**src/rtl/arp_pkg.sv**
```systemverilog
package arp_pkg;

   // Serial-clock events found in the master-clock domain
   typedef struct packed {
      logic rise;
      logic fall;
   } sclk_evt_t;

endpackage

```
**src/rtl/arp_sync.sv**
```systemverilog
module arp_sync #(
   parameter int              W       = 2,
   parameter int              STAGES  = 2,
   parameter logic [W-1:0]    RST_VAL = '0
) (
   input  logic         clk,
   input  logic         rst_n,
   input  logic [W-1:0] d_i,
   output logic [W-1:0] q_o
);

   logic [STAGES-1:0][W-1:0] stg_q;

   if (STAGES < 2) begin : g_bad_stages
      $error("arp_sync: STAGES must be at least 2");
   end

   always_ff @(posedge clk) begin
      if (!rst_n) stg_q <= {STAGES{RST_VAL}};
      else        stg_q <= {stg_q[STAGES-2:0], d_i};
   end

   assign q_o = stg_q[STAGES-1];

endmodule

```
**src/rtl/arp_conv_seq.sv**
```systemverilog
module arp_conv_seq #(
   parameter int CONV_CYCLES = 1624,
   parameter int LEAD        = 2
) (
   input  logic clk,
   input  logic rst_n,
   output logic update_o,
   output logic lead_o
);

   localparam int            CW      = $clog2(CONV_CYCLES);
   localparam logic [CW-1:0] LAST    = CW'(CONV_CYCLES - 1);
   localparam logic [CW-1:0] LEAD_AT = CW'(CONV_CYCLES - 1 - LEAD);

   logic [CW-1:0] cnt_q;

   always_ff @(posedge clk) begin
      if (!rst_n)              cnt_q <= '0;
      else if (cnt_q == LAST)  cnt_q <= '0;
      else                     cnt_q <= cnt_q + 1'b1;
   end

   assign update_o = (cnt_q == LAST);
   assign lead_o   = (cnt_q == LEAD_AT);

endmodule

```
**src/rtl/arp_select.sv**
```systemverilog
module arp_select #(
   parameter int SETTLE = 2
) (
   input  logic                 clk,
   input  logic                 rst_n,
   input  logic                 cs_s,
   input  logic                 sclk_s,
   output logic                 owned_o,
   output arp_pkg::sclk_evt_t   evt_o
);

   localparam int            SW       = $clog2(SETTLE + 1);
   localparam logic [SW-1:0] SETTLE_V = SW'(SETTLE);

   logic [SW-1:0] sel_q;
   logic          sclk_q;

   always_ff @(posedge clk) begin
      if (!rst_n) begin
         sel_q  <= '0;
         sclk_q <= 1'b0;
      end else begin
         sclk_q <= sclk_s;
         if (cs_s)                  sel_q <= '0;
         else if (sel_q != SETTLE_V) sel_q <= sel_q + 1'b1;
      end
   end

   assign owned_o    = (sel_q == SETTLE_V) && !cs_s;
   assign evt_o.rise = sclk_s && !sclk_q;
   assign evt_o.fall = !sclk_s && sclk_q;

endmodule

```
**src/rtl/arp_shifter.sv**
```systemverilog
module arp_shifter #(
   parameter int W = 16
) (
   input  logic               clk,
   input  logic               rst_n,
   input  logic               load_i,
   input  logic [W-1:0]       word_i,
   input  logic               owned_i,
   input  arp_pkg::sclk_evt_t evt_i,
   output logic               msb_o,
   output logic               full_o,
   output logic               armed_o,
   output logic               done_o
);

   localparam int            BW       = $clog2(W);
   localparam logic [BW-1:0] LAST_IDX = BW'(W - 1);

   logic [W-1:0]  sh_q;
   logic [BW-1:0] idx_q;
   logic          full_q;
   logic          armed_q;
   logic          last_w;

   assign last_w = (idx_q == LAST_IDX);

   always_ff @(posedge clk) begin
      if (!rst_n) begin
         sh_q    <= '0;
         idx_q   <= '0;
         full_q  <= 1'b0;
         armed_q <= 1'b0;
      end else if (load_i) begin
         sh_q    <= word_i;
         idx_q   <= '0;
         full_q  <= 1'b1;
         armed_q <= 1'b0;
      end else if (!owned_i || !full_q) begin
         armed_q <= 1'b0;
      end else if (armed_q && evt_i.fall) begin
         if (last_w) begin
            full_q  <= 1'b0;
            armed_q <= 1'b0;
         end else begin
            sh_q  <= {sh_q[W-2:0], 1'b0};
            idx_q <= idx_q + 1'b1;
         end
      end else if (evt_i.rise) begin
         armed_q <= 1'b1;
      end
   end

   assign msb_o   = sh_q[W-1];
   assign full_o  = full_q;
   assign armed_o = armed_q;
   assign done_o  = owned_i && full_q && armed_q && evt_i.fall && last_w && !load_i;

endmodule

```
**src/rtl/adc_result_port.sv**
```systemverilog
module adc_result_port #(
   parameter int WORD_W      = 16,
   parameter int CONV_CYCLES = 1624,
   parameter int RDY_LEAD    = 2,
   parameter int SYNC_STAGES = 2,
   parameter int SEL_SETTLE  = 2
) (
   input  logic              clk,
   input  logic              rst_n,
   input  logic [WORD_W-1:0] result_word,
   input  logic              cs_n,
   input  logic              sclk,
   output logic              sdata,
   output logic              sdata_oe,
   output logic              ready_n
);

   if (WORD_W < 2) begin : g_bad_width
      $error("adc_result_port: WORD_W must be at least 2");
   end
   if (RDY_LEAD < 1 || RDY_LEAD > CONV_CYCLES - 2) begin : g_bad_lead
      $error("adc_result_port: RDY_LEAD out of range");
   end
   if (SEL_SETTLE < 1) begin : g_bad_settle
      $error("adc_result_port: SEL_SETTLE must be at least 1");
   end

   logic [1:0]         pins_s;
   logic               cs_s;
   logic               sclk_s;
   logic               upd_w;
   logic               lead_w;
   logic               load_w;
   logic               done_w;
   logic               full_w;
   logic               armed_w;
   logic               owned_w;
   logic               msb_w;
   logic               fall_w;
   logic               rdy_q;
   arp_pkg::sclk_evt_t evt_w;

   arp_sync #(.W(2), .STAGES(SYNC_STAGES), .RST_VAL(2'b10)) sync_i (
      .clk   (clk),
      .rst_n (rst_n),
      .d_i   ({cs_n, sclk}),
      .q_o   (pins_s)
   );

   assign cs_s   = pins_s[1];
   assign sclk_s = pins_s[0];

   arp_conv_seq #(.CONV_CYCLES(CONV_CYCLES), .LEAD(RDY_LEAD)) seq_i (
      .clk      (clk),
      .rst_n    (rst_n),
      .update_o (upd_w),
      .lead_o   (lead_w)
   );

   arp_select #(.SETTLE(SEL_SETTLE)) sel_i (
      .clk     (clk),
      .rst_n   (rst_n),
      .cs_s    (cs_s),
      .sclk_s  (sclk_s),
      .owned_o (owned_w),
      .evt_o   (evt_w)
   );

   assign fall_w = evt_w.fall;
   assign load_w = upd_w && (!full_w || cs_s);

   arp_shifter #(.W(WORD_W)) shf_i (
      .clk     (clk),
      .rst_n   (rst_n),
      .load_i  (load_w),
      .word_i  (result_word),
      .owned_i (owned_w),
      .evt_i   (evt_w),
      .msb_o   (msb_w),
      .full_o  (full_w),
      .armed_o (armed_w),
      .done_o  (done_w)
   );

   // Data-ready: low on load, high ahead of each update and after the last bit
   always_ff @(posedge clk) begin
      if (!rst_n)      rdy_q <= 1'b1;
      else if (load_w) rdy_q <= 1'b0;
      else if (lead_w) rdy_q <= 1'b1;
      else if (done_w) rdy_q <= 1'b1;
      else if (upd_w)  rdy_q <= !full_w;
   end

   assign ready_n  = rdy_q;
   assign sdata_oe = owned_w && full_w;
   assign sdata    = sdata_oe && msb_w;

endmodule

```
**config.mk**
```make
export PLATFORM = sky130hd
export DESIGN_NAME = adc_result_port
export DESIGN_NICKNAME = d
export VERILOG_FILES = /design/src/rtl/arp_pkg.sv /design/src/rtl/arp_sync.sv /design/src/rtl/arp_conv_seq.sv /design/src/rtl/arp_select.sv /design/src/rtl/arp_shifter.sv /design/src/rtl/adc_result_port.sv
export SDC_FILE = /design/constraint.sdc
export NUM_CORES = 1
export LEC_CHECK = 0
export BUFFER_PORTS_ARGS = -buffer_cell sky130_fd_sc_hd__buf_2
export CAP_MARGIN = 0
export CORE_MARGIN = 5
export CORE_UTILIZATION = 40
export CTS_BUF_LIST = sky130_fd_sc_hd__clkbuf_8
export CTS_CLUSTER_DIAMETER = 50
export DETAILED_ROUTE_END_ITERATION = 10
export HOLD_SLACK_MARGIN = 0.08
export PLACE_DENSITY = 0.6
export SLEW_MARGIN = 20
export SYNTH_ARGS = -nofsm -noshare
export SYNTH_HDL_FRONTEND = slang
export SYNTH_SLANG_ARGS = --single-unit
```
**constraint.sdc**
```tcl
create_clock -name clk -period 2.25 [get_ports clk]
set_input_delay 0.45 -clock clk [delete_from_list [all_inputs] [get_ports clk]]
set_output_delay 0.45 -clock clk [all_outputs]
set_load 0.01 [all_outputs]
```
== Yosys cells after proc, flatten, opt, wreduce, memory -nomap -nowiden ==
Cells that the tools add are included.
Operators by class
  add/sub/neg operators: 3
  equal/unequal tests: 8
  mux-type cells: 14
  bitwise logic cells: 3
  reduce and logical (&&, ||, !) cells: 31
Operators by type and width (number)
  two-way mux 16 bit: 4
  equality test 11 bit (second input constant): 2
  adder 11 x 1 -> 11 bit (second input constant): 1
  logical AND 1 bit: 11
  two-way mux 1 bit: 10
  AND reduction 3 bit: 3
  logical NOT 1 bit: 6
  inequality test 2 x 1 -> 1 bit (second input constant): 3
  nonzero test 2 bit: 3
  OR reduction 2 bit: 3
  adder 4 x 1 -> 4 bit (second input constant): 1
  equality test 4 bit (second input constant): 1
  nonzero test 4 bit: 1
  inverter 1 bit: 3
  OR reduction 3 bit: 1
  adder 2 x 1 -> 2 bit (second input constant): 1
  equality test 2 bit (second input constant): 1
  logical OR 1 bit: 2
  inequality test 2 bit (second input constant): 1
  AND reduction 2 bit: 1
Word-level totals
  bits in registers: 41
  input bits: 20
  word-level logic and storage cells: 69

== Longest topological paths before layout ==
Gate-level depths: netlist (run 1).
  depth after elaboration: 10
  gate-level depth with buffers: 8
  depth with buffers taken out: 6

== Modules after synthesis ==
A second synthesis (run 1) with hierarchy kept.
Unflattened totals
  cell total of the unflattened synthesis: 214
  area, all modules: 1893.1 um2
By module, submodules not included
  arp_shifter: instances 1, cells each 123, area an instance 1048.5 um2, seq. area each 440.4 um2
  arp_conv_seq: instances 1, cells each 58, area an instance 523.0 um2, seq. area each 220.2 um2
  arp_select: instances 1, cells each 15, area an instance 138.9 um2, seq. area each 60.1 um2
  arp_sync: instances 1, cells each 10, area an instance 120.1 um2, seq. area each 80.1 um2
  adc_result_port: instances 1, cells each 8, area an instance 62.6 um2, seq. area each 20.0 um2

== Least setup slack after synthesis (run 1) ==
OpenSTA, ideal clock, no wires.
  path kind: register -> register
  from: register seq_i.cnt_q[5]
  to: register shf_i.sh_q[4]
  data arrival time: 1809 ps
  data required time: 2128 ps
  slack: 319 ps
  stages on the path, launching flop included: 7
  buffers on the path: 2
  path through: dfxtp_1 > or4b_4 > or4b_1 > buf_6 > buf_6 > o21ai_1 > a31oi_1
On the way
  longest elaborated chain between the ends: 4
RTL lines
  start: declaration: line arp_conv_seq.sv:15  | logic [CW-1:0] cnt_q;
  start signal: assignment: line arp_conv_seq.sv:20  | else cnt_q <= cnt_q + 1'b1;
  equality test 11 bit (*): line arp_conv_seq.sv:23  | assign update_o = (cnt_q == LAST);
  logical AND 1 bit (*): line adc_result_port.sv:70  | assign load_w = upd_w && (!full_w || cs_s);
  inequality test 2 x 1 -> 1 bit (no source line) or nonzero test 2 bit (tied branches)
  AND reduction 3 bit (no source line)
  end signal: assignment: line arp_shifter.sv:34  | sh_q <= word_i;
  end signal: assignment: line arp_shifter.sv:45  | sh_q <= {sh_q[W-2:0], 1'b0};
  end: declaration: line arp_shifter.sv:19  | logic [W-1:0] sh_q;
Every way passes the cells marked *; elsewhere a longest branch is shown, timed or not.
A chain may end at the register's enable or synchronous reset.

== Final worst setup path (run 1) ==
  from: register seq_i.cnt_q[3]
  to: register shf_i.sh_q[3]
The elaborated chain is that of the path after synthesis.

==> qor.csv, run 1 <==
metric,value,unit
switching_power,0.275,mW
grt_max_degree,35,
root_buffer,clkbuf_8,
crit_family,simple AND/OR/NAND/NOR gates,
synth_cell_types,32,
whs_path_depth,2,
holdBufCountCts,0,
area_growth,13.0,%
cp_max_fo,34,
grt_pass1_vias,1382,
synth_mux_area_share,0,%
holdPathEnd,sync_i.stg_q[1],
yosysTopAreaCell,dfxtp_1,
wl_per_cell,12.0,um
cap_violations,0,
nFillCells,443,
cp-end-kind,flop,
die_w,76.2,um
synth_top_family_by_area,simple AND/OR/NAND/NOR gates,
max-vdd-ir-drop,464,uV
cts_max_level,2,
ys_ff_latch,41,
syn_area,1750,um^2
powerDensity,629,nW/um^2
r2r_slack,0.24,ns
ctsResizeCount,0,
clock_path_buffers,2,
seqPwrFrac,59.5,%
max_clock_freq,497,MHz
core_area,4290,um^2
startpoint_type,flop,
clock_sinks,41,
dieArea,5800,um^2
setup_viol,0,
internal_power,0.970,mW
synth_warnings,0,
grt-ovfl-total,0,
leakage,0.736,nW
drt_pass1_iterations,4,
swShare,22.1,%
synth_area_leaders,"dfxtp_1 47%, nand2_1 9.0%, a31oi_1 5.0%, o21ai_1 3.7%, nor2_1 3.6%",
synth-xor-area-share,5.50,%
cp.required,2.42,ns
cts_tree,done,
grt_pass1_wl,6.06,mm
synth_simple_gate_area_share,25.6,%
crit_chain,or4b_4 -> or4b_1 -> buf_4 -> o21ai_0 -> a31oi_1,
p_comb_share,4.2,%
dp_cells,277,
insertedDiodeCount,0,
hold_ws,0.344,ns
max_stage_delay,0.53,ns
io_buffers,22,
tns,0,ns
synth_compound_area_share,14.3,%
dp_hpwl,2.39,mm
synth_area_per_cell,8.42,um^2
vias,1423,
path_clk_slew,0.08,ns
drc,0,
cpMaxStageDelayCell,or4b_4,
slew_headroom,68.9,%
r2r-end,shf_i.sh_q[3],
clkPwrFrac,36.2,%
synthCells,208,
cts-buffers-inserted,5,
antenna_found_initial,0,
initial_core_util,40.8,%
post_cts_buffers,0,
synth_top_area_share,46.9,%
drtIter0Drc,109,
nets,256,
synth_nets,232,
ant_nets,0,
r2r_cells,5,
path_buf_inv,1,
holdCritPathClass,input pin to flop,
skew,0.00670,ns
die_y,76.2,um
worstMarginPinSlew,0.454,ns
stdcell_count,285,
rsz0062_at_grt,false,
drv_slew,0,
fin_crit,2.01,ns
track_usage,12.6,%
hold_start,cs_n,
outcome,finished clean,
row_count,24,
finalHoldViolations,0,
timing.rr.start,seq_i.cnt_q[3],
routed_wl,3.42,mm
final.period_utilization,89.4,%
final_layout_size_suffix_gt1_share,16.3,%
crit_type,flop to flop,
avgViaCountPerCell,4.99,
clk_latency,0.29,ns
synth_seq_area_share,46.9,%
io_pins,23,
synthAdderAreaFrac,2.86,%
arrival,2.18,ns
place_congestion,0.792,
## through the flow
stage | cell area [um^2] | total power, mW | setup WS [ns] | utilization (%)
global route | 1980 | 1.31 | 0.112 | 46.1
finish | 1980 | 1.25 | 0.239 | 46.1
detailed placement | 1900 | 0.812 | 0.221 | 44.2
floorplan | 1750 | 0.786 | 0.319 | -
CTS | 1980 | 1.27 | 0.231 | 46.1
global placement | 1900 | 0.812 | 0.273 | 44.2
## synthesized netlist by cell type
cell        n
inv_1       5
xor2_1      7
or2_2       1
o21a_1      1
or4b_4      1
nor2_1     17
buf_6       4
o311a_1     1
dfxtp_1    41
a21oi_1     7
o21ai_0     4
o21ai_1    13
a21boi_1    1
nand3_1     6
a2111oi_0   1
nand4_1     3
nand4b_1    1
nand3b_1    2
nor3_1      5
o21ai_2     1
and2_1      5
clkbuf_1    6
a31oi_1    14
xnor2_1     4
and3_1      1
or4b_1      1
ha_1        4
nand2_1    42
or3b_2      1
and4_1      1
or3_1       3
nand2b_1    4
## worst reg2reg max path: stages, from the launching register on
cell and delay [ns]:
dfxtp_1 0.35, or4b_4 0.53, or4b_1 0.51, buf_4 0.25, o21ai_0 0.20, a31oi_1 0.05
## how the worst max path moves through the flow
stage	start	endpoint	slack, ns	cells past startpoint
after floorplan	seq_i.cnt_q[5]	shf_i.sh_q[4]	0.32	6
after CTS	seq_i.cnt_q[6]	shf_i.sh_q[3]	0.23	5
final	seq_i.cnt_q[3]	shf_i.sh_q[3]	0.24	5
after detailed placement	seq_i.cnt_q[6]	shf_i.sh_q[2]	0.22	5
after global routing	seq_i.cnt_q[6]	shf_i.sh_q[15]	0.11	5
after global placement	seq_i.cnt_q[6]	shf_i.sh_q[3]	0.27	5
## power groups by stage
stage	registers (mW)	clock network [mW]	logic [mW]
5_1_grt	0.743	0.509	0.0607
3_5_place_dp	0.758	0	0.0540
4_1_cts	0.741	0.476	0.0542
3_3_place_gp	0.758	0	0.0533
6_report	0.741	0.451	0.0528
2_1_floorplan	0.757	0	0.0294
## layer usage
metal / GRT usage, % / part of all wire [%]
met4: 4.20 / 1.7
met2: 20.5 / 47
met3: 4.14 / 3.2
met1: 15.4 / 48
met5: 0 / 0
## kinds of logic after synthesis
group / after synthesis
and+or+nand+nor: 94
AOI/OAI and AO/OA: 43
DFF: 41
buffers and inverters: 15
xor gates and xnor gates: 11
adders and majority gates: 4
## sequential cells by signal (all words and copies together) (netlist names)
signal and count:
sel_i.sclk_q 1, seq_i.cnt_q 11, shf_i.idx_q 4, shf_i.armed_o 1, sync_i.stg_q 2, ready_n 1, sync_i.q_o 2, shf_i.sh_q 16
shf_i.full_o 1, sel_i.sel_q 2
## placed cells by master (no fill, tap or decap)
cell type  netlist  layout
or2_2            1       1
buf_2            0      22
o21ai_2          1       1
and2_1           5       5
a21oi_1          7       7
clkinv_2         0       2
or4b_4           1       1
buf_4            0       5
nor2_1          17      17
o21a_1           1       1
nor3_1           5       5
nand4b_1         1       1
nand3b_1         2       2
nand4_1          3       3
and4_1           1       1
o21ai_1         13      13
or3b_2           1       1
nand2_1         42      42
inv_1            5       6
nand3_1          6       6
a21boi_1         1       1
or4b_1           1       1
xor2_1           7       7
a2111oi_0        1       1
o21ai_0          4       4
ha_1             4       4
nand2b_1         4       4
dfxtp_1         41      41
xnor2_1          4       4
a31oi_1         14      14
clkbuf_8         0       5
or3_1            3       3
and3_1           1       1
o311a_1          1       1
## cell type report
class / instances / area [um^2] / share of cell area (%)
multi-input combinational: 152 / 845 / 42.7
sequential: 41 / 821 / 41.5
timing repair buffer: 27 / 148 / 7.46
clock buffer: 5 / 68.8 / 3.48
tap: 52 / 65.1 / 3.29
inverter: 5 / 18.8 / 0.948
clock inverter: 3 / 13.8 / 0.695
(Power assumes the default switching activity.)
==> run 2: changes to the inputs <==
ABC_AREA = 1   (was default)
CTS_BUF_LIST = sky130_fd_sc_hd__clkbuf_4 sky130_fd_sc_hd__clkbuf_8   (was sky130_fd_sc_hd__clkbuf_8)
PLACE_DENSITY = 0.59   (was 0.6)
==> qor.csv, run 2 <==
metric,value,unit,change
outcome,finished clean,,
largestRegisters,"shf_i.sh_q x16, seq_i.cnt_q x11, shf_i.idx_q x4",,
grt_max_degree,34,,-2.9%
grt_pass1_vias,1682,,+22%
largest_reg_flops,16,,unchanged
io_buffers,22,,unchanged
cp_max_fo,22,,-35%
worstMarginPinSlew,0.731,ns,+0.277 ns
cap_violations,0,,unchanged
root_buffer,clkbuf_8,,
track_usage,14.1,%,+1.5 points
cp.required,2.47,ns,+0.05 ns
powerDensity,562,nW/um^2,-11%
synth_area_per_cell,7.19,um^2,-15%
drv_slew,0,,unchanged
row_count,26,,+8.3%
die_w,81.4,um,+6.9%
ys_ff_latch,41,,unchanged
crit_type,flop to flop,,
core_area,5040,um^2,+17%
io_pins,23,,unchanged
post_cts_buffers,0,,unchanged
synth_common_cells,"63 x nand2_1, 41 x dfxtp_1, 40 x nand3_1",,
leakage,1.03,nW,+41%
fin_crit,1.83,ns,-0.181 ns
cts_max_level,2,,unchanged
dieArea,6630,um^2,+14%
startpoint_type,flop,,
dp_hpwl,2.80,mm,+17%
layout_commonest_cell,nand2_1,,
drc,0,,unchanged
ant_nets,0,,unchanged
synth_cell_types,32,,unchanged
hold_ws,0.347,ns,+0.00320 ns
drt_pass1_iterations,4,,unchanged
synth.most_common_cell,nand2_1,,
grt-ovfl-total,0,,unchanged
holdBufCountCts,0,,unchanged
drtIter0Drc,129,,+18%
skew,0.00835,ns,+0.00165 ns
clock_path_buffers,2,,unchanged
arrival,2.05,ns,-0.13 ns
cp-end-kind,flop,,
place_congestion,0.765,,-3.4%
antenna_found_initial,0,,unchanged
yosysTopAreaCell,dfxtp_1,,
finalHoldViolations,0,,unchanged
cts_tree,done,,
tns,0,ns,unchanged
ctsResizeCount,0,,unchanged
nFillCells,519,,+17%
die_y,81.4,um,+6.9%
avgViaCountPerCell,4.81,,-3.6%
grt_pass1_wl,7.34,mm,+21%
slew_headroom,51.2,%,-18 points
synth_warnings,0,,unchanged
synth_ff_type,dfxtp_1,,
path_clk_slew,0.08,ns,about the same
crit_chain,inv_1 -> ha_1 -> nand3_2 -> nor2_4 -> nand2_1 -> or2_0 -> a21oi_1,,
post_dp_cell_area,2190,um^2,+16%
synth_area_leaders,"dfxtp_1 40%, nand2_1 12%, nand3_1 9.8%, inv_1 6.6%, a21oi_1 5.9%",,
max_clock_freq,547,MHz,+9.9%
max-vdd-ir-drop,369,uV,-20%
layout_common_cells,"63 x nand2_1, 41 x dfxtp_1, 40 x nand3_1, 36 x inv_1, 24 x a21oi_1",,
top_register,shf_i.sh_q,,
synth_top_area_share,40.2,%,-6.6 points
async_reset_ff_share,0,%,unchanged
clock_sinks,41,,unchanged
synth_nets,308,,+33%
synth_edf_count,0,,unchanged
syn_area,2040,um^2,+16%
max_stage_delay,0.43,ns,-0.10 ns
initial_core_util,40.5,%,-0.32 points
synth_seq_area_share,40.2,%,-6.6 points
cpMaxStageDelayCell,nand2_1,,
cts-buffers-inserted,5,,unchanged
final.period_utilization,81.3,%,-8.0 points
final_layout_size_suffix_gt1_share,14.5,%,-1.8 points
rsz0062_at_grt,false,,
setup_viol,0,,unchanged
nets,328,,+28%
holdCritPathClass,input pin to flop,,
clk_latency,0.29,ns,about the same
area_growth,11.8,%,
routed_wl,4.10,mm,+20%
fin_area,2280,um^2,+15%
wl_per_cell,11.0,um,-8.6%
synthCells,284,,+37%
insertedDiodeCount,0,,unchanged
vias,1800,,+26%
-- run 2: cell types whose count changed after synthesis, moves of 4 or more --
| cell | delta |
|---|---|
| and2_1 | -5 |
| nand3_1 | +34 |
| nand2b_1 | -4 |
| nor2_1 | -5 |
| xor2_1 | -4 |
| a31oi_1 | -13 |
| o21ai_1 | -13 |
| a21oi_1 | +17 |
| nand4_1 | +14 |
| buf_2 | +7 |
| nand2_1 | +21 |
| inv_1 | +31 |
-- run 2: metrics by stage --
step / total power [mW] / instances / setup WS (ns) / utilization [%]
2_1_floorplan: 0.784 / 284 / 0.791 / -
3_3_place_gp: 0.808 / 367 / 0.475 / 43.5
3_5_place_dp: 0.809 / 367 / 0.442 / 43.5
4_1_cts: 1.31 / 374 / 0.416 / 45.3
5_1_grt: 1.35 / 374 / 0.214 / 45.3
6_report: 1.28 / 374 / 0.420 / 45.3
-- run 2: metal layers --
layer / global-route usage [%] / wire length, um / part of all wire, % / up-vias
met5: 0 / 0 / 0 / -
met4: 5.24 / 41 / 1.0 / 0
met3: 3.40 / 161 / 3.9 / 5
met2: 24.0 / 1950 / 48 / 28
met1: 17.0 / 1950 / 48 / 800
li1: - / - / - / 967
-- run 2: cells by family (layout without fill, tap and decap cells) --
kind of cell | count (synthesis) | count (layout) | synth area share (%)
buf+inv | 53 | 73 | 11.3
fa+ha+maj | 4 | 4 | 2.45
simple gates | 150 | 150 | 35.9
flops | 41 | 41 | 40.2
xor+xnor | 4 | 4 | 1.72
compound gates | 32 | 32 | 8.40
-- run 2: area by class of cell --
| class | count | area [um^2] | share of cell area (%) |
|---|---|---|---|
| multi-input combinational | 190 | 990 | 43.4 |
| sequential | 41 | 821 | 36.0 |
| timing repair buffer | 27 | 148 | 6.47 |
| inverter | 39 | 146 | 6.41 |
| clock buffer | 7 | 90.1 | 3.95 |
| tap | 70 | 87.6 | 3.84 |
-- run 2: path summary, 6_finish.rpt --
check | from | end | slack, ns | depth (start not counted)
setup reg to reg | sel_i.sel_q[0] | shf_i.idx_q[0] | 0.42 | 7
setup / recovery | sel_i.sel_q[0] | shf_i.idx_q[0] | 0.42 | 7
hold / removal | sclk | sync_i.stg_q[0] | 0.35 | 3
hold reg to reg | sync_i.stg_q[0] | sync_i.q_o[0] | 0.42 | 2
-- run 2: power by group --
part | internal, mW | switching, mW
clock network | 0.255 | 0.236
registers | 0.734 | 0.00522
logic | 0.0225 | 0.0286
total | 1.01 | 0.270
-- run 2: critical path: cells and delay by family (launching register included) --
kind                     cells  cell delay (ns)
flip-flops                   1             0.31
adder cells (fa/ha/maj)      1             0.20
buffers and inverters        1             0.07
AO/OA/AOI/OAI                1             0.12
AND/OR/NAND/NOR              4             1.07
